File: src/rtl/cfc_pkg.sv
package cfc_pkg;
  typedef enum logic {
    ST_WAIT = 1'b0,
    ST_PROC = 1'b1
  } cfc_state_e;
endpackage

File: src/rtl/cfc_cfg_hold.sv
// Captures a static configuration mask while reset is asserted.
module cfc_cfg_hold #(
  parameter int W = 2
) (
  input  logic         clk,
  input  logic         rst,
  input  logic [W-1:0] cfg_d,
  output logic [W-1:0] cfg_q
);
  always_ff @(posedge clk) begin
    if (rst) cfg_q <= cfg_d;
  end
endmodule

File: src/rtl/cfc_in_tracker.sv
// Sticky per-bank ready flags; unconnected banks count as ready.
module cfc_in_tracker #(
  parameter int NUM_IN = 2
) (
  input  logic              clk,
  input  logic              rst,
  input  logic [NUM_IN-1:0] conn,
  input  logic [NUM_IN-1:0] strobe,
  input  logic              clear,
  output logic              all_ready
);
  logic [NUM_IN-1:0] flag_q;

  for (genvar i = 0; i < NUM_IN; i++) begin : g_bank
    always_ff @(posedge clk) begin
      if (rst)                        flag_q[i] <= 1'b0;
      else if (strobe[i] && conn[i])  flag_q[i] <= 1'b1;  // new data wins over clear
      else if (clear)                 flag_q[i] <= 1'b0;
    end
  end

  assign all_ready = &(flag_q | ~conn);
endmodule

File: src/rtl/cfc_dn_gate.sv
// Downstream readiness check and ready-strobe generator.
module cfc_dn_gate #(
  parameter int NUM_DN = 4
) (
  input  logic              clk,
  input  logic              rst,
  input  logic [NUM_DN-1:0] conn,
  input  logic [NUM_DN-1:0] full,
  input  logic              fire,
  output logic              all_empty,
  output logic [NUM_DN-1:0] strobe
);
  assign all_empty = ~|(full & conn);

  always_ff @(posedge clk) begin
    if (rst)       strobe <= '0;
    else if (fire) strobe <= conn;
    else           strobe <= '0;
  end
endmodule

File: src/rtl/cfc_seq_fsm.sv
// Two-state wait/process sequencer with registered start pulse.
module cfc_seq_fsm
  import cfc_pkg::*;
(
  input  logic clk,
  input  logic rst,
  input  logic in_ready,
  input  logic dn_empty,
  input  logic done,
  output logic fire,
  output logic start,
  output logic running
);
  cfc_state_e state_q;
  logic       launch;

  assign launch  = (state_q == ST_WAIT) && in_ready && dn_empty;
  assign fire    = (state_q == ST_PROC) && done;
  assign running = (state_q == ST_PROC);

  always_ff @(posedge clk) begin
    if (rst) begin
      state_q <= ST_WAIT;
      start   <= 1'b0;
    end else begin
      start <= launch;
      if (launch)    state_q <= ST_PROC;
      else if (fire) state_q <= ST_WAIT;
    end
  end
endmodule

File: src/rtl/cell_flow_ctrl.sv
module cell_flow_ctrl #(
  parameter  int NUM_IN  = 2,
  parameter  int NUM_OUT = 2,
  parameter  int FANOUT  = 2,
  localparam int NUM_DN  = NUM_OUT * FANOUT
) (
  input  logic              clk,
  input  logic              rst,
  input  logic [NUM_IN-1:0] cfg_in_conn,
  input  logic [NUM_DN-1:0] cfg_dn_conn,
  input  logic [NUM_IN-1:0] in_rdy_strobe,
  input  logic [NUM_DN-1:0] dn_full,
  input  logic              done,
  output logic              start,
  output logic              running,
  output logic [NUM_DN-1:0] dn_rdy_strobe
);
  logic [NUM_IN-1:0] in_conn_q;
  logic [NUM_DN-1:0] dn_conn_q;
  logic              in_ready;
  logic              dn_empty;
  logic              fire;

  cfc_cfg_hold #(.W(NUM_IN)) u_in_cfg (
    .clk(clk), .rst(rst), .cfg_d(cfg_in_conn), .cfg_q(in_conn_q)
  );

  cfc_cfg_hold #(.W(NUM_DN)) u_dn_cfg (
    .clk(clk), .rst(rst), .cfg_d(cfg_dn_conn), .cfg_q(dn_conn_q)
  );

  cfc_in_tracker #(.NUM_IN(NUM_IN)) u_track (
    .clk(clk), .rst(rst), .conn(in_conn_q), .strobe(in_rdy_strobe),
    .clear(fire), .all_ready(in_ready)
  );

  cfc_dn_gate #(.NUM_DN(NUM_DN)) u_gate (
    .clk(clk), .rst(rst), .conn(dn_conn_q), .full(dn_full),
    .fire(fire), .all_empty(dn_empty), .strobe(dn_rdy_strobe)
  );

  cfc_seq_fsm u_fsm (
    .clk(clk), .rst(rst), .in_ready(in_ready), .dn_empty(dn_empty),
    .done(done), .fire(fire), .start(start), .running(running)
  );
endmodule

File: config.mk
export PLATFORM = sky130hd
export DESIGN_NAME = cell_flow_ctrl
export DESIGN_NICKNAME = d
export VERILOG_FILES = /design/src/rtl/cfc_pkg.sv /design/src/rtl/cfc_cfg_hold.sv /design/src/rtl/cfc_in_tracker.sv /design/src/rtl/cfc_dn_gate.sv /design/src/rtl/cfc_seq_fsm.sv /design/src/rtl/cell_flow_ctrl.sv
export SDC_FILE = /design/constraint.sdc
export NUM_CORES = 1
export LEC_CHECK = 0
export ABC_AREA = 1
export BUFFER_PORTS_ARGS = -buffer_cell sky130_fd_sc_hd__buf_2
export CORE_AREA = 3 3 40 42
export DETAILED_ROUTE_END_ITERATION = 7
export DIE_AREA = 0 0 43 45
export GPL_ROUTABILITY_DRIVEN = 1
export HOLD_SLACK_MARGIN = 0.05
export SYNTH_ARGS = -nofsm -noshare
export SYNTH_HDL_FRONTEND = slang
export SYNTH_SLANG_ARGS = --single-unit
export TNS_END_PERCENT = 1
File: constraint.sdc
create_clock -name clk -period 0.98 [get_ports clk]
set_input_delay 0.196 -clock clk [delete_from_list [all_inputs] [get_ports clk]]
set_output_delay 0.196 -clock clk [all_outputs]
set_load 0.02 [all_outputs]
# Word level (Yosys, flattened, before mapping)
# Index checks and enable logic that the tools add are counted.
op_classes:
  mux: 4
  addsub: 0
  n_reduce_logical: 12
  order_cmp: 0
  n_mul: 0
  div: 0
  n_bitwise: 5
  shifts: 0
  eq_ne: 0
op_table:
  columns: ["cell", "count"]
  rows:
  - ["2-bit nonzero test", 3]
  - ["1-bit logical AND", 5]
  - ["4-bit AND", 1]
  - ["1-bit 2-to-1 mux", 4]
  - ["4-bit OR reduction", 1]
  - ["1-bit inverter", 2]
  - ["2-bit inverter", 1]
  - ["2-bit OR", 1]
  - ["2-bit AND reduction", 1]
  - ["2-bit OR reduction", 1]
  - ["1-bit logical NOT", 1]
word_totals:
  in_bits: 15
  mem_bits_ro: 0
  output_inout_bits: 6
  latch_bits: 0
  mem_bits_rw: 0
  wordCells: 28
  memories: 0
  ff_bits: 14

# Depth between registers and ports, before layout
depth:
  ltp_word: 6
  mapped_depth: 6
  ltp_nobuf: 6

# Hierarchy
# A second synthesis with hierarchy kept.
hier_totals:
  hier_cells: 54
  area_unflattened_um2: 498.0
by_module_without_submodules:
  columns: ["mod", "instances", "seq_area_each_um2", "cells_per_inst", "area_per_inst_um2"]
  rows:
  - ["cfc_dn_gate", 1, 80.1, 21, 146.4]
  - ["cfc_cfg_hold at u_dn_cfg", 1, 120.1, 4, 120.1]
  - ["cfc_in_tracker", 1, 40.0, 14, 88.8]
  - ["cfc_seq_fsm", 1, 40.0, 13, 82.6]
  - ["cfc_cfg_hold at u_in_cfg", 1, 60.1, 2, 60.1]

# Least setup slack after synthesis
# Ideal clock, no wire load.
synth_timing:
  path_kind: "register to register"
  startpoint: "register u_fsm.state_q (netlist: u_fsm.running)"
  endpoint: "register u_fsm.state_q (netlist: u_fsm.running)"
  required_time_ns: 0.866
  stages_incl_launch_ff: 6
  setup_ns: 0.114
  period_less_slack_ns: 0.849
  arrival_ns: 0.736
  n_path_buf: 0
  setup_slack_ns: 0.131
  cell_sequence: "dfxtp_1 -> nor2_1 -> nand2_1 -> nor2_1 -> nand2_1 -> nand2_1"
synth_between:
  elab_chain_len: 4
  elab_cells_between_ends: 6
  classes_between: "1 x mux; 1 x bitwise; 4 x reduce/logical"
synth_rtl:
  columns: ["element", "line", "text"]
  rows:
  - ["from (decl)", "cfc_seq_fsm.sv:14", "cfc_state_e state_q;"]
  - ["from (signal assigned)", "cfc_seq_fsm.sv:23", "state_q <= ST_WAIT;"]
  - ["from (signal assigned)", "cfc_seq_fsm.sv:27", "if (launch) state_q <= ST_PROC;"]
  - ["from (signal assigned)", "cfc_seq_fsm.sv:28", "else if (fire) state_q <= ST_WAIT;"]
  - ["1-bit inverter", "cfc_seq_fsm.sv:17", "assign launch = (state_q == ST_WAIT) && in_ready && dn_empty;"]
  - ["1-bit logical AND (2 in a row)", "cfc_seq_fsm.sv:17", null]
  - ["1-bit 2-to-1 mux or 2-bit nonzero test (tied branches)", null, null]
# Several ways; a longest one is shown, not always the timed one.
# A chain may end at the register's enable or synchronous reset.

# Final worst setup path
layout_timing:
  startpoint: "register u_fsm.state_q (netlist: u_fsm.running)"
  endpoint: "output running"
layout_lines:
  columns: ["element", "line", "text"]
  rows:
  - ["to (decl)", "cell_flow_ctrl.sv:15", "output logic running,"]
# No word-level cell between the ends.

==> impl_metrics.tcl <==
set metrics [dict create \
    path_class "reg -> out" \
    num_antenna_cells 0 \
    hold-path-cell-count 1 \
    viasPerCell 4.156 \
    netlist_area_um2 485.5 \
    clock_latency_ps 270 \
    ys_ff_latch 14 \
    io_pins 21 \
    holdCritPathClass "in -> reg" \
    cp-start-kind "register" \
    cts.sinks 14 \
    p_leak_uw 0.0003498 \
    syn_nets 65 \
    crit_cells 1 \
    setup_violations 0 \
    drive_above_1_share 0.3600 \
    p_int_uw 919.3 \
    cts_max_level 1 \
    cts_max_path_buffers 2 \
    fin_setup_tns_ps 0 \
    first_pass_iters 2 \
    dieWidth_um 43 \
    wl_um 801 \
    layout.nets 91 \
    path_clk_slew_ps 80 \
    drc_errors 0 \
    cts_tree "done" \
    ir_drop_mv 0.8655 \
    switching_power_uw 243.3 \
    gp_congestion 0.6542 \
    die_y_um 45 \
    worstPathCellList "buf_6" \
    crit_fanout 2 \
    gr-total-overflow 0 \
    crit_buf_inv 1 \
    first_global_vias 378 \
    power_density_nw_per_um2 1753 \
    grt_pass1_wl_um 1400 \
    ant_nets 0 \
    root_buffer "clkbuf_4" \
    dp_hpwl_um 636.1 \
    grt_use_total 0.1057 \
    start_util 0.3778 \
    max_cap_viol_count 0 \
    grt_start_max_net_pins 11 \
    swShare 0.2093 \
    min_period_ps 924.7 \
    seq_area_frac_synth 0.7010 \
    fin_skew_ps 1.429 \
    power_frac_comb 0.087 \
    ys_warn_count 0 \
    avgSynthCellArea_um2 9.709 \
    core_area_um2 1285 \
    arrival_ps 730 \
    pwr-share-clk 0.347 \
    fmax_ghz 1.081 \
    tightest_slew_ps 192.3 \
    grt_antenna_before_repair 0 \
    r2r_cells 6 \
    numCtsBuffers 3 \
    io_buffers 20 \
    syn_inst 50 \
    nFillCells 120 \
    power.total_uw 1163 \
    drt_iter0_drc 1 \
    seq_power_share 0.567 \
    fin_crit_sh 0.9436 \
    wl_per_cell_um 8.900 \
    hold_violations 0 \
    report.final.slew_viol_count 0 \
    relSlewSlack 0.8718 \
    slowest_delay_ps 340 \
    dieArea_um2 1935 \
    cpLargestDelayFamily "flip-flops" \
    cp-end-kind "primary output" \
    ys_types 9 \
    grt_setup_unrepaired "false" \
    crit_path_top_delay_cell "dfxtp_2" \
    critical_path_required_ps 780 \
    vias 374 \
    status "finished, final reports clean" \
    synthToLayoutAreaGrowth_pct 36.60 \
    rows 13 \
]
[flip-flops by register name, indices dropped and copies added, names as in the netlist]
name / flops
u_dn_cfg.cfg_q: 4
u_track.flag_q: 2
u_in_cfg.cfg_q: 2
u_fsm.running: 1
u_gate.strobe: 4
u_fsm.start: 1
[power groups by stage]
stage	registers, µW	logic (µW)	clock network [µW]
final	659	101	403
after global routing	664	117	459
after floorplan	677	39.7	0
after detailed placement	673	92.4	0
after CTS	659	99.7	427
after global placement	672	92.0	0
[Yosys cell counts]
master     n  area, µm²
a21oi_1    2      10.01
nor2_2     1      6.260
edfxtp_1   6      180.2
inv_1      9      33.78
nor2_1     6      22.52
nand2_1   16      60.06
nand3_1    1      5.000
nand3b_1   1      7.510
dfxtp_1    8      160.2
[cell usage in the layout (no fill, tap or decap), drive strengths merged]
cell    instances
a21oi           2
nand2          16
inv             9
nor2            7
buf            21
dfxtp           8
nand3b          1
nand3           1
clkbuf          4
edfxtp          6
[final timing paths]
path,end,start,slack [ps]
min,u_dn_cfg.cfg_q[0],cfg_dn_conn[0],90
max reg2reg,u_fsm.running,u_fsm.running,110
min reg2reg,u_track.flag_q[0],u_track.flag_q[0],470
max,running,u_fsm.running,60
[per-stage QoR]
stage	util	std cells	instance area, µm²	hold WS (ps)	worst slack (ps)
after floorplan	-	50	485.5	265.1	130.8
after global placement	0.4703	85	604.3	372.7	189.7
after detailed placement	0.4703	85	604.3	374.1	183.7
after CTS	0.5073	90	651.9	74.53	15.51
after global routing	0.5161	90	663.1	75.14	2.716
final	0.5161	90	663.1	90.19	55.27
[metal layers]
layer | share of wire | GRT usage | vias to the layer above
met5 | 0 | 0 | -
met4 | 0.020 | 0.1084 | 0
met3 | 0.061 | 0.03586 | 2
met2 | 0.49 | 0.1557 | 11
met1 | 0.43 | 0.1159 | 160
li1 | - | - | 201
[area by class of cell]
| cell class | count | area, µm² | area share |
|---|---|---|---|
| Multi-Input combinational cell | 27 | 111.4 | 0.1679 |
| Sequential cell | 14 | 341.6 | 0.5151 |
| Inverter | 9 | 33.78 | 0.05094 |
| Tap cell | 15 | 18.77 | 0.02830 |
| Clock buffer | 4 | 36.28 | 0.05472 |
| Timing Repair Buffer | 21 | 121.4 | 0.1830 |
[worst reg2reg max path, cell delays in order (launching register included)]
cell	delay [ps]
dfxtp_2	330
buf_4	140
nor2_1	90
nand2_1	50
nor2_1	80
nand2_1	70
nand2_1	50
[cells by family (layout without fill, tap and decap cells)]
kind of cell | after synthesis | count (layout) | synth area share
buffers and inverters | 9 | 34 | 0.06958
AND/OR/NAND/NOR | 25 | 25 | 0.2088
flip-flops | 14 | 14 | 0.7010
AO/OA/AOI/OAI | 2 | 2 | 0.02062
[repair_timing]
item / 4_1_cts / 5_1_grt
setup buffers: 1 / 0
setup endpoints to repair: 1 / 4
gates resized for setup: 2 / 4
gates cloned: 0 / 0
hold buffers: 0 / 0
pin swaps: 0 / 0
Note: power is estimated with default switching activity, not from simulation.
